[src/rtl/uart_rx_stat.sv]
module uart_rx_stat #(
  parameter int DATA_W = 8,
  parameter int OVS    = 16
) (
  input  logic       clk,
  input  logic       rst_n,
  input  logic       tick,
  input  logic       rxd,
  input  logic       bus_sel,
  input  logic       bus_wr,
  input  logic [1:0] bus_addr,
  input  logic [7:0] bus_wdata,
  output logic [7:0] bus_rdata,
  output logic       rx_full_req,
  output logic       rx_err_irq
);
  localparam int CW = $clog2(OVS);
  localparam int BW = (DATA_W > 1) ? $clog2(DATA_W) : 1;
  localparam logic [CW-1:0] MID  = CW'(OVS/2 - 1);
  localparam logic [CW-1:0] LAST = CW'(OVS - 1);

  typedef enum logic [2:0] {S_IDLE, S_START, S_DATA, S_PAR, S_STOP} st_e;
  st_e st;

  logic [1:0]        sync;
  logic              rx_s, line_q, brk, par_q;
  logic [CW-1:0]     cnt;
  logic [BW-1:0]     bitn;
  logic [DATA_W-1:0] sh, data_q;
  logic [7:0]        ctrl_q;
  logic [3:0]        flags, seen, clr, set;

  wire rx_en   = ctrl_q[0];
  wire par_en  = ctrl_q[1];
  wire par_odd = ctrl_q[2];
  wire irq_en  = ctrl_q[3];
  assign rx_s = sync[1];

  wire fin      = rx_en && tick && (st == S_STOP) && (cnt == LAST);
  wire ferr_now = !rx_s;
  wire perr_now = par_en && (par_q != ((^sh) ^ par_odd));
  wire rd_stat  = bus_sel && !bus_wr && (bus_addr == 2'd1);
  wire wr_stat  = bus_sel &&  bus_wr && (bus_addr == 2'd1);
  wire wr_ctrl  = bus_sel &&  bus_wr && (bus_addr == 2'd0);

  assign set = {fin && ferr_now, fin && perr_now, fin && flags[0],
                fin && !ferr_now && !perr_now && !flags[0]};
  assign clr = {4{wr_stat}} & seen & ~bus_wdata[3:0];

  assign rx_full_req = flags[0];
  assign rx_err_irq  = irq_en && (|flags[3:1]);

  always_comb begin
    case (bus_addr)
      2'd0:    bus_rdata = ctrl_q;
      2'd1:    bus_rdata = {rx_s, 3'b000, flags};
      2'd2:    bus_rdata = 8'(data_q);
      default: bus_rdata = 8'h00;
    endcase
  end

  always_ff @(posedge clk or negedge rst_n) begin
    if (!rst_n) sync <= 2'b11;
    else        sync <= {sync[0], rxd};
  end

  always_ff @(posedge clk or negedge rst_n) begin
    if (!rst_n) begin
      st <= S_IDLE; cnt <= '0; bitn <= '0; sh <= '0;
      par_q <= 1'b0; line_q <= 1'b1; brk <= 1'b0;
    end else begin
      if (tick) line_q <= rx_s;
      if (!rx_en) begin
        st <= S_IDLE; brk <= 1'b0; cnt <= '0;
      end else if (tick) begin
        case (st)
          S_IDLE:
            if (brk) begin
              if (rx_s) begin brk <= 1'b0; cnt <= '0; end
              else if (cnt == MID) begin st <= S_START; cnt <= '0; brk <= 1'b0; end
              else cnt <= cnt + 1'b1;
            end else if (line_q && !rx_s) begin
              st <= S_START; cnt <= '0;
            end
          S_START:
            if (cnt == MID) begin
              cnt <= '0; bitn <= '0;
              st  <= rx_s ? S_IDLE : S_DATA;
            end else cnt <= cnt + 1'b1;
          S_DATA:
            if (cnt == LAST) begin
              cnt <= '0;
              sh  <= {rx_s, sh[DATA_W-1:1]};
              if (bitn == BW'(DATA_W - 1)) st <= par_en ? S_PAR : S_STOP;
              else bitn <= bitn + 1'b1;
            end else cnt <= cnt + 1'b1;
          S_PAR:
            if (cnt == LAST) begin
              cnt <= '0; par_q <= rx_s; st <= S_STOP;
            end else cnt <= cnt + 1'b1;
          default:
            if (cnt == LAST) begin
              cnt <= '0; st <= S_IDLE; brk <= !rx_s;
            end else cnt <= cnt + 1'b1;
        endcase
      end
    end
  end

  always_ff @(posedge clk or negedge rst_n) begin
    if (!rst_n) begin
      ctrl_q <= '0; flags <= '0; seen <= '0; data_q <= '0;
    end else begin
      if (wr_ctrl) ctrl_q <= bus_wdata;
      flags <= (flags & ~clr) | set;
      seen  <= (seen & ~clr & ~set) | (rd_stat ? flags : 4'b0);
      if (set[0]) data_q <= sh;
    end
  end

  p_good_sets_full_r1: assert property (@(posedge clk) disable iff (!rst_n)
    (fin && !ferr_now && !perr_now && !flags[0]) |=> rx_full_req);
  p_err_no_full_r3: assert property (@(posedge clk) disable iff (!rst_n)
    (fin && (ferr_now || perr_now) && !flags[0]) |=> !rx_full_req);
  p_irq_on_err_r4: assert property (@(posedge clk) disable iff (!rst_n)
    (fin && ferr_now && irq_en && !wr_ctrl) |=> rx_err_irq);
  p_ovr_keeps_data_r6: assert property (@(posedge clk) disable iff (!rst_n)
    (fin && flags[0]) |=> (flags[1] && $stable(data_q)));
  p_w1_no_effect_r7: assert property (@(posedge clk) disable iff (!rst_n)
    (wr_stat && bus_wdata[3] && flags[3]) |=> flags[3]);
  p_disable_keeps_err_r8: assert property (@(posedge clk) disable iff (!rst_n)
    (wr_ctrl && !bus_wdata[0] && !fin) |=> $stable(flags[3:1]));
endmodule

[config.mk]
export PLATFORM = sky130hd
export DESIGN_NAME = uart_rx_stat
export DESIGN_NICKNAME = d
export VERILOG_FILES = /design/src/rtl/uart_rx_stat.sv
export SDC_FILE = /design/constraint.sdc
export NUM_CORES = 1
export LEC_CHECK = 0
export CORE_MARGIN = 3
export CORE_UTILIZATION = 60
export CTS_CLUSTER_SIZE = 20
export DETAILED_ROUTE_END_ITERATION = 8
export GPL_TIMING_DRIVEN = 0
export PLACE_DENSITY_LB_ADDON = 0.15
export SYNTH_ARGS = -nofsm -noshare
export SYNTH_HDL_FRONTEND = slang
export SYNTH_SLANG_ARGS = --single-unit
export TNS_END_PERCENT = 1
[constraint.sdc]
create_clock -name clk -period 4.2 [get_ports clk]
set_input_delay 0.84 -clock clk [delete_from_list [all_inputs] [get_ports clk]]
set_output_delay 0.84 -clock clk [all_outputs]
set_load 0.03 [all_outputs]
=== Yosys cells after proc, flatten, opt, wreduce, memory -nomap -nowiden ===
Cells that the tools add are included.
Widths: inputs -> output; s select.

* Memories kept: 0
* Input port bits: 16
* Memory bits (writable): 0
* Flip-flop bits (word level): 47
* Output and inout bits: 10
* Memory bits (read-only): 0
* Logic and storage cells: 117
* Latch bits: 0

* Multipliers: 0
* Magnitude comparators: 0
* Add/subtract/negate cells: 2
* Shift-type cells: 0
* Divide/modulo/power cells: 0
* Reduce and logical (&&, ||, !) cells: 33
* Eq/ne operators: 24
* Mux-type cells: 35
* Bitwise gates (word level): 11

{| class="wikitable"
|+ Operators by type and width
! operator !! number
|-
| $mux 3 || 15
|-
| $mux 4 || 8
|-
| $pmux 8 s3 || 1
|-
| $and 4x4->4 || 5
|-
| $logic_and 1x1->1 || 17
|-
| $ne 3x3->1 const B || 4
|-
| $ne 4x4->1 const B || 3
|-
| $not 4->4 || 3
|-
| $pmux 3 s4 || 1
|-
| $ne 2x2->1 const B || 5
|-
| $reduce_and 9->1 || 1
|-
| $or 4x4->4 || 2
|-
| $pmux 4 s2 || 1
|-
| $reduce_and 4->1 || 2
|-
| $reduce_xor 8->1 || 1
|-
| $eq 3x2->1 const B || 2
|-
| $eq 3x3->1 const B || 2
|-
| $mux 1 || 6
|-
| $pmux 3 s2 || 1
|-
| $reduce_and 6->1 || 1
|-
| $reduce_or 3->1 || 2
|-
| $add 4x1->4 const B || 1
|-
| $eq 4x3->1 const B || 1
|-
| $eq 4x4->1 const B || 1
|-
| other kinds (16) || 19
|}

=== Depth between registers and ports, before layout ===
* Word-level depth: 10
* Gate-level depth with buffers: 6
* Gate-level depth less buffers: 6

=== Least setup slack after synthesis ===
OpenSTA, ideal clock, no wires.

* Path kind: input to output
* Start point: in bus_addr[0]
* End point: out bus_rdata[0]
* Path slack: 1364 ps
* Data required time: 3360 ps
* Cell stages on the path: 3
* Data arrival time: 1996 ps
* Buffers on the path: 1
* Cells stage by stage: clkbuf_1 -> mux2i_1 -> o21ai_0

* Longest elaborated chain between the ends: 2
* Elaborated cells on any way between the ends: 4
* Those cells by class: 2 x eq/ne; 1 x mux; 1 x reduce/logical

{| class="wikitable"
|+ RTL lines
! element !! line !! source
|-
| start: declaration || 11 || <nowiki>input logic [1:0] bus_addr,</nowiki>
|-
| $eq 2x2->1 (tied with other cells) || 54 || <nowiki>case (bus_addr)</nowiki>
|-
| $pmux 8 s3 * || 54 ||
|-
| end: declaration || 13 || <nowiki>output logic [7:0] bus_rdata,</nowiki>
|}

Mark *: on every way between the ends. The rest lies on a longest branch, timed or not.

=== Worst setup path in the final report ===
* Start point: in bus_addr[1]
* End point: out bus_rdata[1]

Same word-level chain as after synthesis.

==> out/metrics.cfg <==
[flow_run]
max-cap-violations = 0

[cts]
clk_path_buf_depth = 2
cts_buffers = 5
cts_setup_buffers = 0
path_clk_slew_ps = 80
cts_resized = 0
cts.sinks = 47
root_buffer = clkbuf_8
cts_tree = done
clock_latency_ps = 300
cts_hold_buf = 0
htreeDepth = 2

[place]
gp_congestion = 0.854
dpl.hpwl_um = 3630
portBuffers = 25
placedCellCount = 292

[sta]
setup_tns_ps = 0
finClkSkew_ps = 5.19
period_minus_slack_ps = 3830
relSlewSlack_pct = 47.4
fin_crit_sh_pct = 91.1
hold_violations = 0
fmax_ghz = 0.261
slew_viol_final = 0
setup_viol = 0
worst_pin_slew_ps = 789
rsz0062_at_grt = false

[worst_hold_path]
worstHoldPathCells = 0
hp-start = sync[0]$_DFF_PN1_
hp-class = reg2reg
min_to = sync[1]$_DFF_PN1_

[detailed_routing]
via_per_inst = 5.97
wire_per_inst_um = 16.6
postRouteAntennaNets = 0
drc_errors = 0
drt_iter0_markers = 135
wirelength_um = 4980
vias = 1790
first_pass_iters = 4

[critical_path]
worst_setup_path_start_kind = input pin
rr_endpoint = data_q[3]$_DFFE_PN0P_
cp_max_fo = 10
rrSetupSlack_ps = 1440
ff2ff_path_depth = 5
worstSetupPathType = in2out
cp.arrival_ps = 2990
r2r-start = cnt[0]$_DFFE_PN0P_
endpoint_kind = output port
required_ps = 3360

[die]
start_util_pct = 64.0
io_pins = 26
num_rows = 22
die-area_um2 = 4820
coreArea_um2 = 3770
die_width_um = 69.4
die_height_um = 69.4

[power_and_ir_drop]
power_mw = 1.03
powerDensity_nw_per_um2 = 360
leakage_nw = 1.28
vdd_drop_max_v = 0.000264

[global_routing]
gr-total-overflow = 0
grt_pass1_wl_um = 8760
antenna_found_initial = 0
grtUsageTotal_pct = 22.5
first_global_vias = 1851
grt_max_degree = 32

[logic_synthesis]
avgSynthCellArea_um2 = 11.1
ys.flop_type = dfrtp_1
synth_edf_count = 0
synthTopCellsByCount = 44 x dfrtp_1, 27 x mux2_2, 23 x nand2_1, 17 x o21ai_0, 12 x nor2_1
synthArstFlopShare_pct = 100
synthDistinctLibCells = 45
ys_ff_latch = 47
syn_nets = 237
ys_seq_area_share_pct = 48.9
yosysMostFrequentCell = dfrtp_1
yosysTopAreaCellShare_pct = 45.6
synth_top_cell_by_area = dfrtp_1
synthCells = 218
synth_area_leaders = dfrtp_1 46%, mux2_2 13%, mux2i_1 4.6%, nand2_1 3.6%, o21ai_0 3.5%
syn_area_um2 = 2410
yosysWarnings = 0

[final_layout]
num_antenna_cells = 0
drive_above_1_share_pct = 19.0
seqCellArea_um2 = 1180
area_growth_pct = 19.1
multi_input_area_um2 = 1190
num-fill-cells = 245
stdcell_count = 300
nets = 270

[status]
status = finished, final reports clean

## placed cells by master, fill, tap and decap left out, types with 2 or more instances in the layout
cell and n:
a22o_1 2, a21boi_0 3, clkdlybuf4s50_1 24, nand4b_1 2, inv_1 4, or4_1 2
dfstp_2 3, a21oi_1 5, ha_1 3, bufinv_16 2, clkbuf_1 8, nor2b_1 6
nand3_1 6, mux2_2 27, nor2_1 12, clkbuf_8 5, xnor2_1 7, a21o_1 2
nand2_1 23, nor3b_1 2, nor4bb_1 2, dfrtp_1 44, nor3_1 3, nand3b_1 2
mux2i_1 11, o21ai_0 17
## power by group
part           leakage (nW)  switching (mW)  internal (mW)
Combinational         0.598          0.0801         0.0692
Sequential            0.620          0.0209          0.474
Clock                0.0644           0.152          0.237
Total                  1.28           0.253          0.781
## final cells by class
cell class / instances / area share, %
inverters: 4 / 0.522
well taps: 48 / 2.09
clock buffers: 5 / 2.39
plain buffers: 8 / 1.04
clock inverters: 3 / 2.35
multi-input cells: 159 / 41.3
repair buffers: 26 / 9.23
flip-flops and latches: 47 / 41.0
## worst max path at each step
| stage | to | cells past startpoint | from | slack, ps |
|---|---|---|---|---|
| after detailed placement | bus_rdata[1] | 6 | bus_addr[1] | 400 |
| after floorplan | bus_rdata[0] | 3 | bus_addr[0] | 1360 |
| final | bus_rdata[1] | 6 | bus_addr[1] | 370 |
| after CTS | bus_rdata[1] | 6 | bus_addr[1] | 370 |
| after global placement | bus_rdata[2] | 6 | bus_addr[1] | 430 |
| after global routing | bus_rdata[1] | 6 | bus_addr[1] | 210 |
## state kept, by name, indices dropped and copies added, names as in the netlist
signal / flops
bitn: 3
st: 3
ctrl_q: 8
par_q: 1
brk: 1
flags: 4
line_q: 1
sync: 2
sh: 8
seen: 4
data_q: 8
cnt: 4
## kinds of logic (layout without fill, tap and decap cells)
| family | after synthesis | after routing | synth area share, % |
|---|---|---|---|
| adder cells (fa/ha/maj) | 3 | 3 | 1.56 |
| flip-flops | 47 | 47 | 48.9 |
| buffers and inverters | 12 | 46 | 1.87 |
| AND/OR/NAND/NOR | 68 | 68 | 14.9 |
| AO/OA/AOI/OAI | 42 | 42 | 12.2 |
| XOR/XNOR | 8 | 8 | 3.47 |
| multiplexers | 38 | 38 | 17.2 |
## layer usage
layer / routed length (µm) / global-route usage, % / vias to the layer above
li1: - / - / 860
met1: 2330 / 30.2 / 874
met2: 2350 / 36.8 / 48
met3: 237 / 5.07 / 8
met4: 59 / 6.07 / 0
met5: 0 / 0 / -
## metrics by stage
stage / hold slack [ps] / utilization (%) / worst slack [ps] / instance area [µm²]
2_1_floorplan: 345 / - / 1360 / 2410
3_3_place_gp: 346 / 72.2 / 427 / 2720
3_5_place_dp: 351 / 72.6 / 398 / 2740
4_1_cts: 363 / 76.2 / 365 / 2880
5_1_grt: 373 / 76.2 / 211 / 2880
6_report: 361 / 76.2 / 374 / 2880
## critical path, cell delays in order
cell	delay, ps
clkdlybuf4s50_1	490
clkbuf_1	380
nor2b_1	340
nand2_1	100
o21ai_0	110
clkdlybuf4s50_1	730
Note: power is estimated with default switching activity, not from simulation.
